**config.mk**
```make
export PLATFORM = sky130hd
export DESIGN_NAME = tag_rf
export DESIGN_NICKNAME = d
export VERILOG_FILES = /design/src/rtl/tag_rf_pkg.sv /design/src/rtl/tag_rf_entry.sv /design/src/rtl/tag_rf_read.sv /design/src/rtl/tag_rf.sv
export SDC_FILE = /design/constraint.sdc
export NUM_CORES = 2
export LEC_CHECK = 0
export ABC_AREA = 1
export BUFFER_PORTS_ARGS = -buffer_cell sky130_fd_sc_hd__buf_2
export CAP_MARGIN = 20
export CORE_MARGIN = 3
export CORE_UTILIZATION = 50
export CTS_CLUSTER_SIZE = 24
export DETAILED_ROUTE_END_ITERATION = 16
export PLACE_DENSITY = 0.66
export SLEW_MARGIN = 20
export SYNTH_ARGS = -nofsm -noshare
export SYNTH_HDL_FRONTEND = slang
export SYNTH_SLANG_ARGS = --single-unit
export TNS_END_PERCENT = 10
```
**constraint.sdc**
```tcl
create_clock -name clk -period 3.2 [get_ports clk]
set_input_delay 0.64 -clock clk [delete_from_list [all_inputs] [get_ports clk]]
set_output_delay 0.64 -clock clk [all_outputs]
set_load 0.01 [all_outputs]
```
**src/rtl/tag_rf_pkg.sv**
```systemverilog
package tag_rf_pkg;
  // Where a read port takes its value from
  typedef enum logic [1:0] {
    SRC_ZERO   = 2'd0,
    SRC_STORED = 2'd1,
    SRC_BYPASS = 2'd2
  } rd_src_e;
endpackage

```
**src/rtl/tag_rf_entry.sv**
```systemverilog
// One architectural register: a data word plus its pending-producer tag.
module tag_rf_entry #(
  parameter int DW = 32,
  parameter int TW = 9
) (
  input  logic          clk,
  input  logic          rst_n,
  input  logic          retag,
  input  logic [TW-1:0] new_tag,
  input  logic          cdb_valid,
  input  logic [TW-1:0] cdb_tag,
  input  logic [DW-1:0] cdb_data,
  output logic [DW-1:0] data_q,
  output logic [TW-1:0] tag_q,
  output logic          hit
);
  // A zero tag never names a producer, so it can never match.
  function automatic logic snoop_match(input logic v, input logic [TW-1:0] bus_tag,
                                       input logic [TW-1:0] own_tag);
    return v && (bus_tag != '0) && (bus_tag == own_tag);
  endfunction

  assign hit = snoop_match(cdb_valid, cdb_tag, tag_q);

  always_ff @(posedge clk or negedge rst_n) begin
    if (!rst_n) begin
      data_q <= '0;
      tag_q  <= '0;
    end else begin
      if (hit) data_q <= cdb_data;
      if (retag)    tag_q <= new_tag;   // newest producer takes precedence
      else if (hit) tag_q <= '0;
    end
  end
endmodule

```
**src/rtl/tag_rf_read.sv**
```systemverilog
// Combinational read port with same-cycle broadcast bypass.
module tag_rf_read
  import tag_rf_pkg::*;
#(
  parameter int NREGS = 32,
  parameter int DW    = 32,
  parameter int TW    = 9,
  localparam int AW   = $clog2(NREGS)
) (
  input  logic [AW-1:0]             addr,
  input  logic [NREGS-1:0][DW-1:0]  data_all,
  input  logic [NREGS-1:0][TW-1:0]  tag_all,
  input  logic [NREGS-1:0]          hit_all,
  input  logic [DW-1:0]             cdb_data,
  output logic [DW-1:0]             rd_data,
  output logic [TW-1:0]             rd_tag
);
  rd_src_e src;

  always_comb begin
    if (addr == '0)        src = SRC_ZERO;
    else if (hit_all[addr]) src = SRC_BYPASS;
    else                   src = SRC_STORED;
  end

  always_comb begin
    unique case (src)
      SRC_ZERO:   begin rd_data = '0;             rd_tag = '0;            end
      SRC_BYPASS: begin rd_data = cdb_data;       rd_tag = '0;            end
      default:    begin rd_data = data_all[addr]; rd_tag = tag_all[addr]; end
    endcase
  end
endmodule

```
**src/rtl/tag_rf.sv**
```systemverilog
// Register file whose entries are written by matching broadcast tags.
module tag_rf #(
  parameter int NREGS = 32,
  parameter int DW    = 32,
  parameter int TW    = 9,
  localparam int AW   = $clog2(NREGS)
) (
  input  logic          clk,
  input  logic          rst_n,
  input  logic          iss_we,
  input  logic [AW-1:0] iss_addr,
  input  logic [TW-1:0] iss_tag,
  input  logic          cdb_valid,
  input  logic [TW-1:0] cdb_tag,
  input  logic [DW-1:0] cdb_data,
  input  logic [AW-1:0] rd_addr_a,
  output logic [DW-1:0] rd_data_a,
  output logic [TW-1:0] rd_tag_a,
  input  logic [AW-1:0] rd_addr_b,
  output logic [DW-1:0] rd_data_b,
  output logic [TW-1:0] rd_tag_b
);
  // Named internal events, visible to the bound checker
  logic [NREGS-1:0][DW-1:0] data_q;
  logic [NREGS-1:0][TW-1:0] tag_q;
  logic [NREGS-1:0]         snoop_hit;
  logic [NREGS-1:0]         retag_sel;

  for (genvar i = 0; i < NREGS; i++) begin : g_reg
    if (i == 0) begin : g_zero
      assign data_q[i]    = '0;
      assign tag_q[i]     = '0;
      assign snoop_hit[i] = 1'b0;
      assign retag_sel[i] = 1'b0;
    end else begin : g_live
      assign retag_sel[i] = iss_we && (iss_tag != '0) && (iss_addr == AW'(i));
      tag_rf_entry #(.DW(DW), .TW(TW)) u_entry (
        .clk       (clk),
        .rst_n     (rst_n),
        .retag     (retag_sel[i]),
        .new_tag   (iss_tag),
        .cdb_valid (cdb_valid),
        .cdb_tag   (cdb_tag),
        .cdb_data  (cdb_data),
        .data_q    (data_q[i]),
        .tag_q     (tag_q[i]),
        .hit       (snoop_hit[i])
      );
    end
  end

  tag_rf_read #(.NREGS(NREGS), .DW(DW), .TW(TW)) u_rd_a (
    .addr (rd_addr_a), .data_all (data_q), .tag_all (tag_q), .hit_all (snoop_hit),
    .cdb_data (cdb_data), .rd_data (rd_data_a), .rd_tag (rd_tag_a)
  );

  tag_rf_read #(.NREGS(NREGS), .DW(DW), .TW(TW)) u_rd_b (
    .addr (rd_addr_b), .data_all (data_q), .tag_all (tag_q), .hit_all (snoop_hit),
    .cdb_data (cdb_data), .rd_data (rd_data_b), .rd_tag (rd_tag_b)
  );
endmodule

```
; Yosys cells after proc, flatten, opt, wreduce, memory -nomap -nowiden
; Cells that the tools add are included.
[totals]
out_inout_bits = 82
reg_bits = 1271
wordCells = 313
input_bits = 69
[op_classes]
n_mux = 82
n_reduce_logical = 103
order_cmp = 2
n_eq_ne = 64
[ops]
columns = op, count
row1 = two-way mux 9 bit, 66
row2 = binary-select mux 32 bit (select 5 bit), 2
row3 = equality test 9 bit, 31
row4 = case mux 32 bit (2 select lines), 2
row5 = binary-select mux 9 bit (select 5 bit), 2
row6 = equality test 5 bit (second input constant), 16
row7 = logical AND 1 bit, 64
row8 = two-way mux 32 bit, 2
row9 = nonzero test 2 bit, 31
row10 = equality test 5 x 4 -> 1 bit (second input constant), 8
row11 = equality test 5 x 3 -> 1 bit (second input constant), 4
row12 = nonzero test 9 bit, 2
row13 = less-than comparator 5 x 6 -> 1 bit (second input constant), 2
row14 = binary-select mux 1 bit (select 5 bit), 2
row15 = equality test 5 x 2 -> 1 bit (second input constant), 2
row16 = zero test 5 bit, 2
row17 = two-way mux 2 bit, 4
row18 = equality test 5 x 1 -> 1 bit (second input constant), 1
row19 = equality test 2 bit (second input constant), 2
row20 = zero test 2 bit, 2
row21 = OR reduction 2 bit, 2
row22 = two-way mux 1 bit, 2

; Logic depth before layout (Yosys ltp)
[logic_depth]
word_depth = 10
depth_mapped = 18
ltp_nobuf = 15

; Modules after synthesis
; From an unflattened synthesis, not the netlist that was laid out.
[unflattened]
cells_unflattened = 15213
area_unflattened_um2 = 90051.4
[by_module_without_submodules]
columns = module, instances, area_per_inst_um2, cells_each, seq_area_each_um2
row1 = tag_rf_entry, 31, 1809.2, 232, 1026.0
row2 = tag_rf_read, 2, 16752.3, 3962, 0.0
row3 = tag_rf, 1, 460.4, 97, 0.0

; Least setup slack after synthesis
; Ideal clock, no wire load.
[synth_path]
path_type = input -> output
start = input port rd_addr_b[0]
end = output port rd_tag_b[8]
path_stages = 13
n_path_buf = 5
path_slack_ps = 234
arrival_time_ps = 2326
required_ps = 2560
cell_sequence = buf_2 -> buf_4 -> buf_2 -> buf_2 -> clkbuf_1 -> a21oi_1 -> o21ai_0 -> o221ai_1 -> a21oi_1 -> o21ai_0 -> nand3_1 -> o21ai_0 -> nor2_1
[synth_between]
elab_chain_len = 7
elab_cells_between_ends = 11
cone_classes = eq/ne (1) / mux (7) / reduce/logical (3)
[synth_lines]
columns = element, line_no
row1 = "start, declared", tag_rf.sv:19  ; input logic [AW-1:0] rd_addr_b,
row2 = binary-select mux 1 bit (select 5 bit), tag_rf_read.sv:22  ; else if (hit_all[addr]) src = SRC_BYPASS;
row3 = two-way mux 1 bit (implied by the code), tag_rf_read.sv:22
row4 = two-way mux 2 bit, tag_rf_read.sv:22
row5 = two-way mux 2 bit, tag_rf_read.sv:21  ; if (addr == '0) src = SRC_ZERO;
row6 = equality test 2 bit or zero test 2 bit (tied branches), tag_rf_read.sv:27  ; unique case (src)
row7 = OR reduction 2 bit (no source line), n/a
row8 = two-way mux 9 bit (*), tag_rf_read.sv:27
row9 = "end, declared", tag_rf.sv:21  ; output logic [TW-1:0] rd_tag_b
; Mark *: on every way between the ends. The rest lies on a longest branch, timed or not. The select of a mux whose other input is x is not followed.

; Final worst setup path
[layout_path]
start = input port rd_addr_a[0]
end = output port rd_data_a[15]
[layout_between]
elab_chain_len = 6
elab_cells_between_ends = 10
cone_classes = eq/ne (1) / mux (7) / reduce/logical (2)
[layout_lines]
columns = element, line_no
row1 = "start, declared", tag_rf.sv:16  ; input logic [AW-1:0] rd_addr_a,
row2 = binary-select mux 1 bit (select 5 bit), tag_rf_read.sv:22
row3 = two-way mux 1 bit (implied by the code), tag_rf_read.sv:22
row4 = two-way mux 2 bit, tag_rf_read.sv:22
row5 = two-way mux 2 bit, tag_rf_read.sv:21
row6 = equality test 2 bit or zero test 2 bit (tied branches), tag_rf_read.sv:27
row7 = case mux 32 bit (2 select lines) (*), tag_rf_read.sv:27
row8 = "end, declared", tag_rf.sv:17  ; output logic [DW-1:0] rd_data_a,
; Marked as above.

==> results.txt <==
* Outcome: complete, but fails checks
* Violated checks: setup timing
* Antenna violations before repair: 19
* Crit path DAT: 3.19 ns
- Clock tree from TritonCTS: done
- Summed over all layers, the routed wires come to between 300,000 and 400,000 microns.
* Clock latency on the worst-skew pair: 0.79 ns
- After floorplanning, the core was sized to cover 0.143 sq mm.
- The congestion estimate from routability-driven global placement came to between 1 and 1.5.
- IO Port Bufs: 150
- The multi-input combinational cells in the finished layout cover a total of around 0.035 sq mm.
* Flip-flop and latch count after synthesis: ~1,300
- Unrepaired setup endpoints after global routing: yes
- Yosys printed 0 warnings.
- The initial utilization of the core area, before any placement, comes to 50.7%.
* Sequential Power Share: 40.5%
- Timing analysis after detailed placement gives a worst setup slack of -0.763 ns.
- Cell Area, Placed: roughly 0.08 sq mm
- The first global-routing pass estimated 502,000 microns of wire.
- The routed design could run at a clock period as short as 3.83 ns.
- Placement Rows: ~140
* Max-slew violation count: 0
* Total global routing track utilization: a little under half
- Predominant post-synthesis flop cell: dfrtp_1
* Residual DRC count: 0
- STA classifies the critical path endpoint as an output pin.
- Number of buffers inserted during clock tree synthesis: 146
* Clk buf depth: 3
- After clock tree synthesis, the clock-pin slew on the worst setup and hold paths is around 0.06 ns.
* WL/cell: between 20 and 30 microns
* Least setup slack across all paths after layout: -0.627 ns
- The count of nets left with antenna violations once routing finished came out at 0.
- The library cell used most frequently in the layout, excluding fill and tap cells, is nand2_1.
- Hold path startpoint: cdb_data[15]
* GR Overflow Total: 0
* Cells on worst reg2reg path: 12
- Worst r2r dst: g_reg[8].g_live.u_entry.tag_q[7]
* Max_cap viols: 0
- Cell internal power was estimated by the tool at roughly 0.035 W.
* Maximum number of pins on one net before global-route repair: roughly 150
* Max-Slew Margin vs Limit: between 15 and 20%
- In this run, placement finished with an instance count of 11,600.
* Number of DRC markers after the initial detailed-route iteration: between 10,000 and 15,000
* Worst-case hold path end point: g_reg[3].g_live.u_entry.data_q[15]
- Post-Layout Cell Count: roughly 12,000
- The routed layout has approximately 79,000 vias.
- Class of the most critical hold timing path: input pin to flip-flop
- The worst hold path passes through 3 cells.
- Fill cells in the final layout number around 13,000.
- Combinational cells account for about a quarter of the total power.
* Required time reported for the critical path endpoint: 2.56 ns
* Number of different library cells in the post-synthesis netlist: 42
* Detailed Routing Iterations Pass 1: 8
- The tree is rooted in a clkbuf_16.
* Crit Path Max Fanout: 19
- Seq/Total Area, Yosys: 44.0%
- Boundary pin count: around 150
- Die Width: ~390 microns
- Post-synth EDFFs: 0
- Number of hold violations in the final report: 0
* Via density: between 6 and 7
- Flop-to-flop setup slack: a little under 0.3 ns
- Derived from the worst setup path, the maximum achievable clock frequency is 0.261 GHz.
- Worst hold margin: 0.237 ns
- Transition time of the tightest slew-check pin: about 1.2 ns
- The H-tree generated during clock tree synthesis spans 4 levels.
- In the final design database the tool counted between 9,000 and 10,000 nets.
* Worst Path Class, Setup: input pin to output pin
- Cells with a size suffix above 1 make up ~14% of the layout.
* Die outline area: 0.149 sq mm
- Setup violations remaining at the end of the flow were counted as just over 80.
- Layout Skew: approximately 0.025 ns
- The number of global-route vias before repair came to approximately 75,000.
- Final period utilization: 120%
* Num Clock Sinks: 1,271
- The finished cells cover approximately 0.086 sq mm.
* Post-synthesis instance area: approximately 0.072 sq mm
* Type of element launching the critical path: input pin
* Clk pwr share: ~33%
* Die height: slightly below 400 microns
- For this run, asynchronously set or reset flops after synthesis account for 100%.
* Fraction of power spent switching nets: around 34%
* Power per standard cell area: 610 mW/mm^2
- Synthesis produced just under 10,000 cells.
- Most frequent cells in the layout: nand2_1 (2,000), o21ai_0 (1,722), dfrtp_1 (1,259)
- The area growth from synthesis to layout is 19.6%.
- The worst register-to-register path begins at g_reg[8].g_live.u_entry.tag_q[8].
* Maximum vdd drop: about 0.44 mV
- In this run the power spent charging and discharging nets is between 0.015 and 0.02 W.
* Syn Nets: about 9,800
- Combined flip-flop and latch cell area: between 0.03 and 0.04 sq mm
- After synthesis, the mean cell area works out to between 7 and 8 sq um.
- Total half-perimeter wirelength after legalization and detailed placement: 221,000 microns
- Reported leakage power: around 38 nW
==> cell families after synthesis <==
| group | share of synthesized area [%] |
|---|---|
| multiplexers | 0.0156 |
| flip-flops | 44.0 |
| buffers and inverters | 9.50 |
| AND/OR/NAND/NOR | 16.9 |
| AO/OA/AOI/OAI | 28.2 |
| XOR/XNOR | 1.38 |
==> worst max-delay path: stages <==
cell	delay, ns
buf_8	0.13
clkinv_2	0.07
buf_4	0.28
buf_4	0.41
buf_4	0.39
o21ai_0	0.16
a221oi_1	0.36
o22ai_1	0.14
nand2_1	0.12
nand2_1	0.15
nand3_2	0.11
nand2_1	0.06
buf_2	0.13
==> final cells by class <==
class	instances	area share, %
Clock inverter	44	0.753
Antenna cell	17	0.0492
Timing Repair Buffer	968	10.8
Inverter	866	3.83
Tap cell	1890	2.74
Clock buffer	207	4.95
Multi-Input combinational cell	6672	40.1
Sequential cell	1271	36.8
==> layer usage <==
metal	global-route usage (%)	wire length (microns)	vias to the layer above
li1	-	-	33800
met1	57.9	126000	37400
met2	64.2	141000	6362
met3	15.2	50900	1640
met4	34.3	31400	10
met5	0.496	149	-
==> what timing repair did <==
item / in CTS / in global routing
pin swaps: 16 / 42
endpoints found under the hold margin: 24 / 0
hold buffers: 1 / 0
gates resized for setup: 85 / 136
endpoints found under the setup margin: 82 / 82
cloned: 3 / 5
setup buffers: 17 / 30
==> state kept, by name (all words and copies together), names as in the netlist <==
name	count
g.g_live.u_entry.tag_q	279
g.g_live.u_entry.data_q	992
==> worst max path at each step <==
stage                                                  from            end  slack, ns
final                                          rd_addr_a[0]  rd_data_a[15]      -0.63
after global routing      g_reg[11].g_live.u_entry.tag_q[8]  rd_data_b[26]      -0.73
after CTS                 g_reg[10].g_live.u_entry.tag_q[1]   rd_data_b[3]      -0.57
after detailed placement                         cdb_tag[7]  rd_data_b[25]      -0.76
after global placement                           cdb_tag[7]  rd_data_b[29]      -0.74
after floorplan                                rd_addr_b[0]    rd_tag_b[8]       0.23
==> per-stage QoR <==
stage                     setup TNS [ns]  power, W  utilization [%]
final                             -45.21    0.0527             60.6
after global routing              -53.66    0.0549             60.6
after CTS                         -41.64    0.0519             60.0
after detailed placement          -59.70    0.0342             56.2
after global placement            -53.50    0.0339             56.2
after floorplan                        0    0.0285                -
==> power by group through the flow <==
stage	clock network, W	registers, W	logic (W)
global route	0.0183	0.0217	0.0149
finish	0.0176	0.0214	0.0138
CTS	0.0177	0.0213	0.0129
floorplan	0	0.0209	0.00762
global placement	0	0.0215	0.0124
detailed placement	0	0.0215	0.0126
==> cells in the mapped netlist (11+ instances only) <==
cell type     n  area (sq um)
nand2_1    2032          7630
o21ai_0    1732          8670
dfrtp_1    1271         31800
inv_1       852          3200
a21oi_1     818          4090
clkbuf_1    659          2470
nand3_1     530          2650
o221ai_1    405          3550
nor2_1      378          1420
o22ai_1     283          1770
buf_2       122           611
buf_1       113           424
o211ai_1    107           803
xnor2_1      99           867
a31oi_1      43           269
nand4_1      43           269
o2111ai_1    43           377
a22oi_1      22           165
o311ai_0     19           166
nand3_2      17           170
xor2_1       15           131
buf_4        13          97.6
o21ai_1      13          65.1
a221oi_1     11          96.3
a32oi_1      11          96.3
Note: power is estimated with default switching activity, not from simulation.
